--- config.mk ---
export PLATFORM = sky130hd
export DESIGN_NAME = sar_seq
export DESIGN_NICKNAME = d
export VERILOG_FILES = /design/src/rtl/sar_seq_pkg.sv /design/src/rtl/sar_ctrl.sv /design/src/rtl/sar_dp.sv /design/src/rtl/sar_seq.sv
export SDC_FILE = /design/constraint.sdc
export NUM_CORES = 1
export LEC_CHECK = 0
export CORE_MARGIN = 4
export CORE_UTILIZATION = 56
export CTS_CLUSTER_DIAMETER = 80
export DETAILED_ROUTE_END_ITERATION = 8
export DONT_BUFFER_PORTS = 1
export GPL_ROUTABILITY_DRIVEN = 0
export PLACE_DENSITY = 0.74
export REMOVE_ABC_BUFFERS = 1
export SLEW_MARGIN = 25
export SYNTH_ARGS = -nofsm -noshare
export SYNTH_HDL_FRONTEND = slang
export SYNTH_SLANG_ARGS = --single-unit
--- constraint.sdc ---
create_clock -name clk -period 1.74 [get_ports clk]
set_input_delay 0.348 -clock clk [delete_from_list [all_inputs] [get_ports clk]]
set_output_delay 0.348 -clock clk [all_outputs]
set_load 0.02 [all_outputs]
--- src/rtl/sar_seq_pkg.sv ---
package sar_seq_pkg;
  // Strobes from the sequencer control to the search datapath.
  typedef struct packed {
    logic launch;  // load the first trial (MSB set)
    logic decide;  // resolve the bit under test from the comparator
    logic finish;  // last decision: latch the finished code
  } sarCtl_t;
endpackage

--- src/rtl/sar_ctrl.sv ---
module sar_ctrl
  import sar_seq_pkg::*;
#(
  parameter int DATA_W     = 8,
  parameter int STEP_DIV   = 4,
  parameter int ACQ_CYCLES = 6,
  localparam int IDX_W     = (DATA_W > 1) ? $clog2(DATA_W) : 1,
  localparam int DIV_W     = (STEP_DIV > 1) ? $clog2(STEP_DIV) : 1,
  localparam int ACQ_W     = $clog2(ACQ_CYCLES + 1)
) (
  input  logic             clk,
  input  logic             rst_n,
  input  logic             startStb,
  input  logic             contMode,
  input  logic             adcEnable,
  input  logic             sclkFall,
  output sarCtl_t          ctl,
  output logic [IDX_W-1:0] bitIdx,
  output logic             busy,
  output logic             holdEn
);
  localparam logic [IDX_W-1:0] LAST_SH  = IDX_W'(DATA_W - 1);
  localparam logic [DIV_W-1:0] LAST_DIV = DIV_W'(STEP_DIV - 1);
  localparam logic [ACQ_W-1:0] ACQ_MET  = ACQ_W'(ACQ_CYCLES);

  logic [DIV_W-1:0] stepCnt;
  logic [ACQ_W-1:0] acqCnt;
  logic [IDX_W-1:0] shCnt;
  logic             pend;
  logic             contOn;

  logic acqOk, lastStep, chainReq, req, go;

  always_comb begin
    acqOk      = (acqCnt == ACQ_MET);
    lastStep   = (stepCnt == LAST_DIV);
    chainReq   = contOn && sclkFall && (shCnt == LAST_SH);
    req        = adcEnable && !busy && (startStb || chainReq);
    go         = adcEnable && !busy && (req || pend) && acqOk;
    ctl.launch = go;
    ctl.decide = adcEnable && busy && lastStep;
    ctl.finish = adcEnable && busy && lastStep && (bitIdx == '0);
  end

  always_ff @(posedge clk or negedge rst_n) begin
    if (!rst_n) begin
      busy    <= 1'b0;
      holdEn  <= 1'b0;
      pend    <= 1'b0;
      contOn  <= 1'b0;
      shCnt   <= '0;
      acqCnt  <= '0;
      stepCnt <= '0;
      bitIdx  <= '0;
    end else if (!adcEnable) begin
      busy    <= 1'b0;
      holdEn  <= 1'b0;
      pend    <= 1'b0;
      contOn  <= 1'b0;
      shCnt   <= '0;
      acqCnt  <= '0;
      stepCnt <= '0;
    end else begin
      if (startStb && !busy) contOn <= contMode;
      if (busy) begin
        stepCnt <= lastStep ? '0 : stepCnt + 1'b1;
        if (lastStep) begin
          if (bitIdx == '0) begin
            busy   <= 1'b0;
            holdEn <= 1'b0;
            acqCnt <= '0;
            shCnt  <= '0;
          end else begin
            bitIdx <= bitIdx - 1'b1;
          end
        end
      end else if (go) begin
        busy    <= 1'b1;
        holdEn  <= 1'b1;
        pend    <= 1'b0;
        stepCnt <= '0;
        bitIdx  <= LAST_SH;
        shCnt   <= '0;
        acqCnt  <= '0;
      end else begin
        if (req) pend <= 1'b1;
        if (contOn && sclkFall) shCnt <= (shCnt == LAST_SH) ? '0 : shCnt + 1'b1;
        if (!acqOk) acqCnt <= acqCnt + 1'b1;
      end
    end
  end
endmodule

--- src/rtl/sar_dp.sv ---
module sar_dp
  import sar_seq_pkg::*;
#(
  parameter int DATA_W = 8,
  localparam int IDX_W = (DATA_W > 1) ? $clog2(DATA_W) : 1
) (
  input  logic              clk,
  input  logic              rst_n,
  input  sarCtl_t           ctl,
  input  logic [IDX_W-1:0]  bitIdx,
  input  logic              cmpHigh,
  output logic [DATA_W-1:0] trialCode,
  output logic [DATA_W-1:0] result
);
  logic [DATA_W-1:0] nextTrial;

  // Per-bit update: resolve the bit under test, arm the one below it.
  for (genvar i = 0; i < DATA_W; i++) begin : g_bit
    always_comb begin
      if (int'(bitIdx) == i)          nextTrial[i] = cmpHigh;
      else if (int'(bitIdx) == i + 1) nextTrial[i] = 1'b1;
      else                            nextTrial[i] = trialCode[i];
    end
  end

  always_ff @(posedge clk or negedge rst_n) begin
    if (!rst_n) begin
      trialCode <= '0;
      result    <= '0;
    end else begin
      if (ctl.launch)      trialCode <= {1'b1, {(DATA_W-1){1'b0}}};
      else if (ctl.decide) trialCode <= nextTrial;
      if (ctl.finish)      result    <= nextTrial;
    end
  end
endmodule

--- src/rtl/sar_seq.sv ---
module sar_seq
  import sar_seq_pkg::*;
#(
  parameter int DATA_W     = 8,
  parameter int STEP_DIV   = 4,
  parameter int ACQ_CYCLES = 6
) (
  input  logic              clk,
  input  logic              rst_n,
  input  logic              startStb,
  input  logic              contMode,
  input  logic              adcEnable,
  input  logic              sclkFall,
  input  logic              cmpHigh,
  output logic [DATA_W-1:0] trialCode,
  output logic              holdEn,
  output logic [DATA_W-1:0] result,
  output logic              busy
);
  localparam int IDX_W = (DATA_W > 1) ? $clog2(DATA_W) : 1;

  sarCtl_t          ctl;
  logic [IDX_W-1:0] bitIdx;

  sar_ctrl #(.DATA_W(DATA_W), .STEP_DIV(STEP_DIV), .ACQ_CYCLES(ACQ_CYCLES)) ctrl_i (
    .clk(clk), .rst_n(rst_n), .startStb(startStb), .contMode(contMode),
    .adcEnable(adcEnable), .sclkFall(sclkFall), .ctl(ctl), .bitIdx(bitIdx),
    .busy(busy), .holdEn(holdEn)
  );

  sar_dp #(.DATA_W(DATA_W)) dp_i (
    .clk(clk), .rst_n(rst_n), .ctl(ctl), .bitIdx(bitIdx), .cmpHigh(cmpHigh),
    .trialCode(trialCode), .result(result)
  );
endmodule

==> metrics.txt <==
area grow syn2layout=22.61%; Synth Register Bits=31; Netlist Area Pre-Place=0.001660 mm^2; layout cells sized above 1=0.3333; post-layout min period=1801 ps; PD cells=approximately 860 mW/mm^2; R2R Path End=ctrl_i.shCnt[2]; commonest non-fill, non-tap cell in the layout=dfrtp_1; Final Hold Fails=0; Required @ worst endpoint=a little over 2000 ps; placed cell area=0.001759 mm^2; Reg2Reg Setup Slack=-60 ps; yosys warns=0; unrepaired setup endpoints after global routing=true; # clock sinks=31; I/O Pins=25; Critical Path Source=ctrl_i.shCnt[1]; clock transition at the registers of the reported paths=~100 ps; Crit. End Element=register; Core Region=around 0.0028 mm^2; full die area=roughly 0.0039 mm^2; # port buffers=0; Setup WS pre-CTS=-81.39 ps; Hold Path End=ctrl_i.pend; Die Span X=~62 um; Nets=187; Seq/Total Area, Yosys=0.4672; H-tree Lvls=2; Max-Cap Viols=0; hold-critical path depth=1; Rel. slew slack=0.6559; final instance area=between 0.002 and 0.0025 mm^2; Setup violations, final=6; Critical Path Start Type=register; Post-Synth Adder-Cell Area=0.07536; Synth Area in XOR/XNOR=0; fmax=555.4 MHz; HP Class=in -> reg; routed vias/inst=around 6.1; Fill cells=around 190; Post-DRT Antenna Nets=0; met3 wire length=204 um; leakage power=around 0.98 nW; Compound-Gate Fraction of Synth Area=0.1665; Slew Limit Fails=0; number of library cell types mapped by synthesis=between 40 and 50; post-synthesis cell count=about 150; Register Area=approximately 780 um^2; failing checks=negative setup slack; dpl hpwl=between 2000 and 2500 um; Final Power=roughly 0.0018 W; post-synthesis simple-gate area fraction=0.1567; n_diodes=0; number of flops mapped to enable cells by yosys=0; met2 WL post-DR=around 1900 um; vias=around 1,200; critical path arrival=around 2100 ps; placed instance count=190; Critical R2R Launch=ctrl_i.shCnt[1]; vias in the first global route=between 1,000 and 1,500; Max Fanout on Critical Path=5; Setup Skew=9.178 ps; asr flop ratio synth=1.000; Remaining DRCs=0; Rows=19; total track usage=0.1850; Initial Utilization=0.5919; largest net degree at the start of global routing=32; outcome=finished with violations; uppermost layer routed=met4; hold slack final=139.8 ps; Clock Tree Buf Depth=2; Tcrit/Tclk final=1.035; Clock Latency Late Sink=~340 ps; final wirelength=roughly 3600 um; main combinational cell family by area after synthesis=compound AO/OA/AOI/OAI gates; Final WS setup=-60.52 ps; first-pass GRT wire length=between 5000 and 6000 um; Worst VDD drop=around 0.65 mV; hold_sp=adcEnable; average size of a mapped cell=approximately 11 um^2; Slew @ Worst Pin=515.1 ps; clock root buffer=clkbuf_4; post-synthesis mux area share=0.1025; WS Path Type=reg -> reg; Die Span Y=between 60 and 70 um; WL/cell=between 15 and 20 um; gr ovfl total=0; CTS buffer count=5; final std cells w/o fill=~200; detailed-router iteration count before antenna repair=4; initial antenna violation count=0; most frequent cells in the layout=dfrtp_1 (31), buf_4 (12), nand2_1 (11), nor2_1 (10); Starting DRT DRC Count=97; CTS tree=yes; area of the multi-input gates=about 1000 um^2; worst r2r path cells=6; M1 WL=~1400 um; ys flop type=dfrtp_1
timing repair:
item | 4_1_cts | 5_1_grt
buffers inserted | 0 | 2
endpoints found under the setup margin | 11 | 16
gates resized for setup | 3 | 28
endpoints found under the hold margin | 31 | 0
pin swaps | 2 | 12
hold buffers | 2 | 0
final cells by class:
class,instances,area share
clock buffer,6,0.02520
clock inverter,2,0.01721
inverter,8,0.01475
multi-input combinational,109,0.4782
sequential,31,0.3811
tap,31,0.01905
timing repair buffer,15,0.06454
metrics by stage:
| step | setup TNS (ps) | util |
|---|---|---|
| floorplan | -211.2 | - |
| global placement | -3.650 | 0.6271 |
| detailed placement | -404.7 | 0.6271 |
| CTS | 0 | 0.6740 |
| global route | -855.9 | 0.7257 |
| finish | -131.8 | 0.7257 |
synth_stat cells, drive strengths merged (2+ instances only):
| cell | number | area [um^2] |
|---|---|---|
| dfrtp | 31 | 775.7 |
| nor2 | 15 | 63.81 |
| nand2 | 12 | 45.04 |
| ha | 10 | 125.1 |
| inv | 8 | 30.03 |
| mux2 | 8 | 90.09 |
| mux2i | 8 | 80.08 |
| a21oi | 6 | 30.03 |
| nor2b | 5 | 31.28 |
| buf | 4 | 22.52 |
| nand3 | 4 | 20.02 |
| o21ai | 4 | 20.02 |
| a221oi | 3 | 26.28 |
| nor3 | 3 | 20.02 |
| a21boi | 2 | 15.01 |
| a21o | 2 | 16.27 |
| a22o | 2 | 17.52 |
| a22oi | 2 | 15.01 |
| a311oi | 2 | 35.04 |
| a41o | 2 | 21.27 |
| nand2b | 2 | 12.51 |
| nand3b | 2 | 15.01 |
| o21bai | 2 | 15.01 |
| or2 | 2 | 15.02 |
how the worst max path moves through the flow:
stage | endpoint | slack, ps | cells after the start
finish | ctrl_i.shCnt[2] | -60 | 6
global route | ctrl_i.shCnt[2] | -110 | 6
CTS | ctrl_i.shCnt[2] | 7 | 6
detailed placement | ctrl_i.shCnt[2] | -80 | 6
global placement | ctrl_i.bitIdx[0] | -4 | 6
floorplan | ctrl_i.bitIdx[1] | -30 | 6
report_power, final:
group / switching (W) / internal, W / leakage (nW)
Combinational: 0.000174 / 0.000148 / 0.524
Clock: 0.000253 / 0.000339 / 0.0482
Sequential: 0.0000818 / 0.000765 / 0.410
cells by family after synthesis:
kind of cell	Yosys count
and+or+nand+nor	49
AOI/OAI and AO/OA	34
DFF	31
muxes	16
buffers and inverters	12
adders and majority gates	10
routing by layer:
layer / vias up / GRT usage
met5: - / 0
met4: 0 / 0.08540
met3: 10 / 0.06475
met2: 39 / 0.3156
met1: 604 / 0.2063
li1: 586 / -
state kept, by name, summed over array words and instances (netlist names):
register and count:
ctrl_i.busy 1, ctrl_i.acqCnt 3, ctrl_i.contOn 1, dp_i.trialCode 8
ctrl_i.holdEn 1, dp_i.result 8, ctrl_i.pend 1, ctrl_i.shCnt 3
ctrl_i.bitIdx 3, ctrl_i.stepCnt 2
critical path, stage by stage, from the launching register on:
cell,delay [ps]
dfrtp_1,410
ha_2,200
ha_4,160
a311oi_4,390
or2_4,220
nor3b_4,200
a22o_1,160
No activity file was read; power rests on OpenSTA's default activity.
